**src/rtl/codec_irq_pkg.sv**
```systemverilog
package codec_irq_pkg;
  localparam int unsigned EVT_N = 5;
  localparam int unsigned SRC_N = EVT_N + 1;
  localparam int unsigned REG_W = 8;
  localparam logic [REG_W-1:0] MASK_RST = REG_W'((1 << SRC_N) - 1);

  typedef enum logic [1:0] {
    FORM_LVL_HI = 2'b00,
    FORM_LVL_LO = 2'b01,
    FORM_PLS_HI = 2'b10,
    FORM_PLS_LO = 2'b11
  } irq_form_e;
endpackage

```
**src/rtl/cirq_jack_sync.sv**
```systemverilog
module cirq_jack_sync #(
  parameter int unsigned STAGES = 2
) (
  input  logic clk_i,
  input  logic rst_ni,
  input  logic jack_i,
  output logic lvl_o,
  output logic chg_o
);
  logic [STAGES-1:0] sync_q;
  logic              prev_q;

  always_ff @(posedge clk_i or negedge rst_ni) begin
    if (!rst_ni) begin
      sync_q <= '0;
      prev_q <= 1'b0;
    end else begin
      sync_q <= {sync_q[STAGES-2:0], jack_i};
      prev_q <= sync_q[STAGES-1];
    end
  end

  assign lvl_o = sync_q[STAGES-1];
  assign chg_o = sync_q[STAGES-1] ^ prev_q;
endmodule

```
**src/rtl/cirq_flag_reg.sv**
```systemverilog
module cirq_flag_reg #(
  parameter int unsigned N = 6
) (
  input  logic         clk_i,
  input  logic         rst_ni,
  input  logic [N-1:0] set_i,
  input  logic [N-1:0] clr_i,
  output logic [N-1:0] flag_o,
  output logic [N-1:0] rise_o
);
  logic [N-1:0] flag_q, flag_d;

  // set beats clear on collision
  for (genvar k = 0; k < N; k++) begin : g_bit
    assign flag_d[k] = set_i[k] | (flag_q[k] & ~clr_i[k]);
  end

  always_ff @(posedge clk_i or negedge rst_ni) begin
    if (!rst_ni) flag_q <= '0;
    else         flag_q <= flag_d;
  end

  assign flag_o = flag_q;
  assign rise_o = flag_d & ~flag_q;
endmodule

```
**src/rtl/cirq_irq_fmt.sv**
```systemverilog
module cirq_irq_fmt
  import codec_irq_pkg::*;
(
  input  logic             clk_i,
  input  logic             rst_ni,
  input  logic             mask_we_i,
  input  logic [REG_W-1:0] mask_wd_i,
  input  logic [SRC_N-1:0] flag_i,
  input  logic [SRC_N-1:0] rise_i,
  output logic [REG_W-1:0] mask_o,
  output logic             irq_o
);
  logic [REG_W-1:0] mask_q;
  logic             pulse_q;
  logic             lvl;
  irq_form_e        form;

  always_ff @(posedge clk_i or negedge rst_ni) begin
    if (!rst_ni) begin
      mask_q  <= MASK_RST;
      pulse_q <= 1'b0;
    end else begin
      if (mask_we_i) mask_q <= mask_wd_i;
      // pulse judged against the mask in force when the flag rises
      pulse_q <= |(rise_i & ~mask_q[SRC_N-1:0]);
    end
  end

  assign lvl  = |(flag_i & ~mask_q[SRC_N-1:0]);
  assign form = irq_form_e'(mask_q[REG_W-1 -: 2]);

  always_comb begin
    unique case (form)
      FORM_LVL_HI: irq_o = lvl;
      FORM_LVL_LO: irq_o = ~lvl;
      FORM_PLS_HI: irq_o = pulse_q;
      FORM_PLS_LO: irq_o = ~pulse_q;
      default:     irq_o = lvl;
    endcase
  end

  assign mask_o = mask_q;
endmodule

```
**src/rtl/codec_irq_unit.sv**
```systemverilog
module codec_irq_unit
  import codec_irq_pkg::*;
#(
  parameter int unsigned SYNC_STAGES = 2
) (
  input  logic             clk_i,
  input  logic             rst_ni,
  input  logic             jack_i,
  input  logic [EVT_N-1:0] evt_i,
  input  logic             wr_en_i,
  input  logic             wr_sel_i,
  input  logic [REG_W-1:0] wr_data_i,
  output logic [REG_W-1:0] flag_o,
  output logic [REG_W-1:0] mask_o,
  output logic             irq_o
);
  localparam int unsigned PAD_W = REG_W - SRC_N - 1;

  logic             jack_lvl, jack_chg;
  logic [SRC_N-1:0] set_v, clr_v, flags, rise;

  cirq_jack_sync #(.STAGES(SYNC_STAGES)) u_sync (
    .clk_i (clk_i),
    .rst_ni(rst_ni),
    .jack_i(jack_i),
    .lvl_o (jack_lvl),
    .chg_o (jack_chg)
  );

  assign set_v = {jack_chg, evt_i};
  assign clr_v = (wr_en_i && !wr_sel_i) ? wr_data_i[SRC_N-1:0] : '0;

  cirq_flag_reg #(.N(SRC_N)) u_flags (
    .clk_i (clk_i),
    .rst_ni(rst_ni),
    .set_i (set_v),
    .clr_i (clr_v),
    .flag_o(flags),
    .rise_o(rise)
  );

  cirq_irq_fmt u_fmt (
    .clk_i    (clk_i),
    .rst_ni   (rst_ni),
    .mask_we_i(wr_en_i && wr_sel_i),
    .mask_wd_i(wr_data_i),
    .flag_i   (flags),
    .rise_i   (rise),
    .mask_o   (mask_o),
    .irq_o    (irq_o)
  );

  assign flag_o = {{PAD_W{1'b0}}, jack_lvl, flags};
endmodule

```
**config.mk**
```make
export PLATFORM = sky130hd
export DESIGN_NAME = codec_irq_unit
export DESIGN_NICKNAME = d
export VERILOG_FILES = /design/src/rtl/codec_irq_pkg.sv /design/src/rtl/cirq_jack_sync.sv /design/src/rtl/cirq_flag_reg.sv /design/src/rtl/cirq_irq_fmt.sv /design/src/rtl/codec_irq_unit.sv
export SDC_FILE = /design/constraint.sdc
export NUM_CORES = 1
export LEC_CHECK = 0
export BUFFER_PORTS_ARGS = -buffer_cell sky130_fd_sc_hd__buf_2
export CORE_MARGIN = 2
export CORE_UTILIZATION = 40
export DETAILED_ROUTE_END_ITERATION = 7
export PLACE_DENSITY_LB_ADDON = 0.2
export RECOVER_POWER = 100
export SLEW_MARGIN = 5
export SYNTH_ARGS = -nofsm -noshare
export SYNTH_HDL_FRONTEND = slang
export SYNTH_SLANG_ARGS = --single-unit
```
**constraint.sdc**
```tcl
create_clock -name clk_i -period 1.2 [get_ports clk_i]
set_input_delay 0.24 -clock clk_i [delete_from_list [all_inputs] [get_ports clk_i]]
set_output_delay 0.24 -clock clk_i [all_outputs]
set_load 0.05 [all_outputs]
```
## After elaboration in Yosys (flattened, before gate mapping)

Index checks and enable logic that the tools add are counted.
Widths: inputs -> output; s select.

| operators by class | value |
|---|---|
| bitwise logic cells | 26 |
| $mul | 0 |
| divide/modulo/power cells | 0 |
| reduce and logical (&&, ||, !) cells | 6 |
| $add $sub $neg | 0 |
| equality and inequality tests | 3 |
| multiplexer cells | 2 |
| shift operators | 0 |
| order comparisons | 0 |

Operators with widths:

| operator | count |
|---|---|
| $and 6x6->6 | 3 |
| $not 6->6 | 2 |
| $reduce_or 6->1 | 2 |
| $not 1->1 | 8 |
| $and 1x1->1 | 6 |
| $mux 6 | 1 |
| $or 1x1->1 | 6 |
| $eq 2x2->1 const B | 2 |
| $pmux 1 s4 | 1 |
| $eq 2x1->1 const B | 1 |
| $logic_and 1x1->1 | 2 |
| $logic_not 2->1 | 1 |
| $logic_not 1->1 | 1 |
| $xor 1x1->1 | 1 |

| word-level totals | value |
|---|---|
| memories kept | 0 |
| latch bits | 0 |
| memory bits (writable) | 0 |
| bits of input ports | 18 |
| register bits after elaboration | 18 |
| word-level logic and storage cells | 42 |
| output and inout port bits | 17 |
| memory bits (read-only) | 0 |

## Longest topological paths before layout

Gate-level depths: netlist of the first run.

| depth | value |
|---|---|
| depth after elaboration | 9 |
| mapped depth | 4 |
| gate-level depth less buffers | 4 |

## Modules after synthesis

Synthesis of the first run repeated with hierarchy kept, for this count alone.

| unflattened totals | value |
|---|---|
| cells, all modules | 77 |
| area, all modules | 854.6 µm² |

Modules (own cells, without submodules):

| module | area each (µm²) | cells each | times used |
|---|---|---|---|
| cirq_irq_fmt | 436.7 | 39 | 1 |
| cirq_flag_reg | 255.2 | 24 | 1 |
| cirq_jack_sync | 83.8 | 4 | 1 |
| codec_irq_unit | 78.8 | 10 | 1 |

## Worst setup path before layout of the first run

Ideal clock, no wire load.

| timing path | value |
|---|---|
| kind | register to output |
| start | reg u_flags.flag_q[0], in the netlist u_flags.flag_o[0] |
| end | out irq_o |
| required time | 960 ps |
| data arrival time | 1866 ps |
| stages on the path, launching flop included | 5 |
| slack | -906 ps |
| cell sequence | dfrtp_1 inv_1 o22ai_1 o41ai_2 xnor2_1 |

| between the ends | value |
|---|---|
| word-level cells in the longest chain between the ends | 4 |

Ends and longest elaborated chain:

| what | line | source |
|---|---|---|
| start: declaration | cirq_flag_reg.sv:11 | `logic [N-1:0] flag_q, flag_d;` |
| start signal: assignment | cirq_flag_reg.sv:20 | `else flag_q <= flag_d;` |
| $and 6x6->6 (*) | cirq_irq_fmt.sv:29 | `assign lvl = \|(flag_i & ~mask_q[SRC_N-1:0]);` |
| $reduce_or 6->1 (*) | cirq_irq_fmt.sv:29 |  |
| $not 1->1 | cirq_irq_fmt.sv:35 | `FORM_LVL_LO: irq_o = ~lvl;` |
| $pmux 1 s4 (*) | cirq_irq_fmt.sv:33 | `unique case (form)` |
| end: declaration | codec_irq_unit.sv:15 | `output logic irq_o` |

Mark *: on every way between the ends. The rest lies on a longest branch, timed or not.

## Worst setup path after layout of the first run

| timing path | value |
|---|---|
| start | reg u_fmt.mask_q[1], in the netlist u_fmt.mask_o[1] |
| end | out irq_o |

| between the ends | value |
|---|---|
| word-level cells in the longest chain between the ends | 5 |

Ends and longest elaborated chain:

| what | line | source |
|---|---|---|
| start: declaration | cirq_irq_fmt.sv:13 | `logic [REG_W-1:0] mask_q;` |
| start signal: assignment | cirq_irq_fmt.sv:23 | `if (mask_we_i) mask_q <= mask_wd_i;` |
| $not 6->6 (*) | cirq_irq_fmt.sv:29 |  |
| $and 6x6->6 (*) | cirq_irq_fmt.sv:29 |  |
| $reduce_or 6->1 (*) | cirq_irq_fmt.sv:29 |  |
| $not 1->1 | cirq_irq_fmt.sv:35 |  |
| $pmux 1 s4 (*) | cirq_irq_fmt.sv:33 |  |

Marked as above.

==> results of run 1 <==
==> cell families after synthesis <==
group	Yosys count
compound gates	12
xor+xnor	2
buf+inv	9
flops	18
mux	8
other cells	1
simple gates	16
==> area by class of cell <==
type	instances	area share (%)
repair buffers	60	38.4
flip-flops and latches	18	32.7
multi-input cells	39	23.2
well taps	25	2.20
inverters	7	1.85
clock buffers	3	1.58
==> cell usage after synthesis <==
library cell	number	area share (%)
a211oi_1	1	0.96
a21oi_1	6	3.9
and2b_1	1	0.96
buf_4	2	1.9
conb_1	1	0.48
dfrtp_1	12	39
dfstp_2	6	20
inv_1	7	3.4
mux2_2	8	12
nand2_1	4	1.9
nand2b_1	1	0.80
nor2_1	2	0.96
nor3_1	1	0.64
nor3b_1	2	1.9
o22ai_1	3	2.4
o311ai_0	1	1.1
o41ai_2	1	2.1
or2_2	5	4.0
xnor2_1	2	2.2
==> metal layers <==
metal	GRT usage, %	vias up	share of wire (%)
li1	-	345	-
met1	22.6	356	38
met2	37.9	39	53
met3	3.33	9	4.5
met4	11.4	0	3.8
met5	0	-	0
==> worst paths after layout <==
check                           slack, ns  cells past startpoint                     endpoint                         from
worst max-delay path                -0.71                      4                        irq_o  u_fmt.mask_o[1]$_DFFE_PN1P_
worst min-delay path                 0.05                      1   u_sync.sync_q[0]$_DFF_PN0_                       jack_i
worst max register to register      -0.10                      6      u_fmt.pulse_q$_DFF_PN0_  u_fmt.mask_o[3]$_DFFE_PN1P_
worst min register to register       0.37                      0   u_sync.sync_q[1]$_DFF_PN0_   u_sync.sync_q[0]$_DFF_PN0_
max in group asynchronous            0.44                      2  u_fmt.mask_o[5]$_DFFE_PN1P_                       rst_ni
min in group asynchronous            0.42                      2  u_flags.flag_o[2]$_DFF_PN0_                       rst_ni
==> flip-flops by register name, summed over array words and instances (netlist names) <==
name / flops
u_flags.flag_o: 6
u_sync.sync_q: 2
u_fmt.mask_o: 8
u_fmt.pulse_q: 1
u_sync.prev_q: 1
==> critical path, cell delays in order, from the launching register on <==
cell	delay, ns
dfstp_2	0.55
o22ai_1	0.13
o41ai_4	0.36
xnor2_2	0.17
buf_6	0.18
==> power breakdown <==
part	switching (W)	total, W	internal (W)
sequential	0.0000462	0.000737	0.000691
clock	0.000176	0.000293	0.000117
combinational	0.000443	0.000842	0.000400
==> repair_timing <==
action                                  4_1_cts  5_1_grt
hold endpoints to repair                     12        0
resized for setup                            57       12
hold buffers                                  1        0
buffers inserted                              9        6
pin swaps                                     0        1
endpoints found under the setup margin       14       18
==> per-stage QoR <==
step	util (%)	setup WS [ns]	area (um2)	instances	setup TNS, ns
floorplan	-	-0.565	806	66	-0.577
global placement	62.9	-0.469	1120	140	-0.469
detailed placement	62.9	-0.495	1120	140	-0.495
CTS	80.2	-0.696	1430	153	-2.22
global route	79.7	-0.773	1420	152	-2.49
finish	79.7	-0.712	1420	152	-1.91
==> run summary, run 1 <==
status: finished with violations
failing checks: negative setup slack
IO buf count: 33
Slew Viols, Final: 0
die width: 48.1 um
CP arrival: 1.67 ns
vias per inst: 4.93
DRT iter0 DRCs: 7
vias in the first global route: 712
minimum clock period: 1.91 ns
combinational family with the most area after synthesis: multiplexers
Period Utilization, post-route: 159%
Overall Power: 0.00187 W
DRT antenna net count: 0
RePlAce Congestion: 0.771
Pleak: 0.698 nW
DR vias: 749
Sink Count: 18
final WL: 2.21 mm
initial antenna violation count: 0
Worst-Skew Late Latency: 0.29 ns
Layout area overhead: 82.3%
setup violators final: 14
clk slew on worst S/H paths: 0.09 ns
Worst Path Required: 0.96 ns
fin nets: 147
most frequent cells in the layout: buf_2, buf_6, buf_8, buf_4
Clock Skew: 0.00267 ns
iteration count of the initial detailed-routing pass: 4
final hold vios: 0
RSZ-0062 raised after global routing: true
Max Freq: 523 MHz
# diodes: 0
GRT Util Overall: 20.8%
Post-Synth XOR/XNOR Area: 2.25%
Post-Syn Instances: 66
Hold Slack: 0.0460 ns
first-pass GRT wire length: 3.07 mm
startpoint types: flip-flop
worst-path fanout max: 2
area of the multi-input gates: 330 um2
maximum number of pins on one net before global-route repair: 19
Adder-Cell Fraction of Synth Area: 0%
simple logic cell fraction of the synthesized area: 11.2%
layout cell share with drive strength beyond 1: 72.4%
Num CTS Buffers: 3
max cap viols: 0
drt drc: 0
Yosys Warn Count: 0
wire per inst: 14.5 um
compound-gate portion of the synthesized area: 10.4%
PwrDens: 1320 nW/um2
Synth Cell Area: 779 um2
Sequential Area: 465 um2
crit path capture type: output port
worst vdd ir: 0.970 mV
grt total ovfl: 0
HPWL after detailed placement: 1.45 mm
post-synthesis mux area share: 11.6%
Seq/Total Area, Yosys: 58.7%
Hold Path Class: in -> reg
I/O Pins: 35
Syn Area/Cell: 11.8 um2
CP Class: reg -> out
#FFs+latches synth: 18
Core Area: 1780 um2
syn nets: 84
Layout fillers: 102
commonest non-fill, non-tap cell in the layout: buf_2
Total Die Area: 2320 um2
# rows: 15
H-tree depth: 1
CTS tree: built
Initial Utilization: 43.7%
Die H: 48.1 um
clk root buf: clkbuf_4
clk buf depth: 2
final setup margin: -0.712 ns
Distinct cells, synth: 19
No activity file was read; power rests on OpenSTA's default activity.
==> inputs of run 2 (changes only) <==
==> constraint.sdc (replaced) <==
create_clock -name clk_i -period 1.2 [get_ports clk_i]
set_input_delay 0.12 -clock clk_i [delete_from_list [all_inputs] [get_ports clk_i]]
set_output_delay 0.12 -clock clk_i [all_outputs]
set_load 0.05 [all_outputs]
==> run 2 against run 1 <==
  * The run still ends with negative setup slack left
  * First-iteration DRC count down 14%
  * Power rose by 0.85%
  * Final cell count decreased by 2.0%
  * Global-route usage shrank 3.1 points
  * Wire length is 20% lower
  * Critical endpoint unchanged
==> run summary, run 2 (same netlist as run 1, synthesis figures left out) <==
status: finished with violations
failing checks: negative setup slack
worst-path fanout max: 2
PwrDens: 1410 nW/um2
combinational power share: 41.1%
Crit-path slowest cell: dfstp_2
most frequent cells in the layout: buf_2, buf_4, buf_6, mux2_2
switching pwr: 0.000654 W
initial antenna violation count: 0
Cell Chain, Critical Path: o22ai_4 > o41ai_4 > xnor2_2 > buf_6
die width: 48.1 um
CTS tree: built
clk slew on worst S/H paths: 0.10 ns
H-tree depth: 1
Num CTS Buffers: 3
Initial Utilization: 43.7%
startpoint types: flip-flop
wire per inst: 11.9 um
vias per inst: 4.64
Layout area overhead: 72.1%
Final Instance Area: 1340 um2
RSZ-0062 raised after global routing: true
GRT Util Overall: 17.7%
Clock Skew: 0.00116 ns
vias in the first global route: 642
DRT iter0 DRCs: 6
grt total ovfl: 0
Sink Count: 18
Hold Path Class: in -> reg
Worst-Skew Late Latency: 0.29 ns
minimum clock period: 1.76 ns
first-pass GRT wire length: 2.71 mm
DR vias: 691
Setup WS pre-CTS: -0.379 ns
layout cell share with drive strength beyond 1: 71.0%
HPWL after detailed placement: 1.32 mm
Pleak: 0.655 nW
commonest non-fill, non-tap cell in the layout: buf_2
Max Freq: 567 MHz
Slew Viols, Final: 0
# diodes: 0
crit path capture type: output port
met1 WL: 759 um
final setup margin: -0.562 ns
setup TNS: -1.09 ns
Overall Power: 0.00189 W
DR top layer: met4
max FFs per register: 8
Reg power frac: 39.0%
crit path buf inv count: 1
sw frac: 34.6%
Layout fillers: 113
worst vdd ir: 0.995 mV
cell family with most CP delay: flip-flops
delay of the slowest cell on the worst path: 0.58 ns
maximum number of pins on one net before global-route repair: 19
Die H: 48.1 um
clock power share: 19.9%
final hold vios: 0
clk buf depth: 2
met2 WL: 866 um
Placed Area: 1110 um2
I/O Pins: 35
CP arrival: 1.64 ns
met3 routed WL: 118 um
setup violators final: 8
Total Die Area: 2320 um2
clk root buf: clkbuf_4
DRT antenna net count: 0
CP Class: reg -> out
RePlAce Congestion: 0.754
Period Utilization, post-route: 147%
IO buf count: 33
final WL: 1.77 mm
Core Area: 1780 um2
internal power: 0.00124 W
# rows: 15
max cap viols: 0
fin nets: 143
iteration count of the initial detailed-routing pass: 4
drt drc: 0
Worst Path Required: 1.08 ns
==> run 2: path summary, 6_finish.rpt <==
| path | start | end | slack (ns) | cells after the start |
|---|---|---|---|---|
| max in group asynchronous | rst_ni | u_fmt.mask_o[3]$_DFFE_PN1P_ | 0.58 | 2 |
| min in group asynchronous | rst_ni | u_flags.flag_o[2]$_DFF_PN0_ | 0.28 | 2 |
| worst max-delay path | u_fmt.mask_o[5]$_DFFE_PN1P_ | irq_o | -0.56 | 4 |
| worst min register to register | u_sync.sync_q[0]$_DFF_PN0_ | u_sync.sync_q[1]$_DFF_PN0_ | 0.36 | 0 |
| worst min-delay path | evt_i[3] | u_flags.flag_o[3]$_DFF_PN0_ | 0.03 | 2 |
| worst max register to register | u_fmt.mask_o[5]$_DFFE_PN1P_ | u_fmt.pulse_q$_DFF_PN0_ | -0.14 | 6 |
==> run 2: area by class of cell <==
cell class	instances	area (um2)	share of cell area, %
clock buffer	4	36.3	2.71
inverter	7	26.3	1.96
multi-input combinational	39	329	24.5
sequential	18	465	34.7
tap	25	31.3	2.33
timing repair buffer	56	453	33.8
==> run 2: metrics by stage <==
step	utilization, %	hold slack [ns]	std cells
detailed placement	62.5	0.0657	139
global route	75.2	0.0145	149
finish	75.2	0.0273	149
floorplan	-	-0.176	66
CTS	72.0	0.0212	146
global placement	62.5	0.0730	139
==> run 2: power groups by stage <==
| stage | registers (W) | clock network [W] | logic [W] |
|---|---|---|---|
| 6_report | 0.000737 | 0.000376 | 0.000777 |
| 5_1_grt | 0.000744 | 0.000414 | 0.000820 |
| 4_1_cts | 0.000737 | 0.000381 | 0.000734 |
| 3_5_place_dp | 0.000739 | 0 | 0.000593 |
| 3_3_place_gp | 0.000734 | 0 | 0.000588 |
| 2_1_floorplan | 0.000939 | 0 | 0.000190 |
==> run 2: timing repair <==
item | 4_1_cts | 5_1_grt
resized for setup | 27 | 14
hold endpoints to repair | 13 | 0
setup endpoints to repair | 8 | 12
gates cloned | 0 | 0
buffers inserted | 1 | 3
hold buffers | 2 | 0
pin swaps | 2 | 3
==> run 2: metal layers <==
metal  vias up  global-route usage, %
li1        334                      -
met1       328                   20.0
met2        27                   30.3
met3         2                   5.56
met4         0                   8.11
met5         -                      0
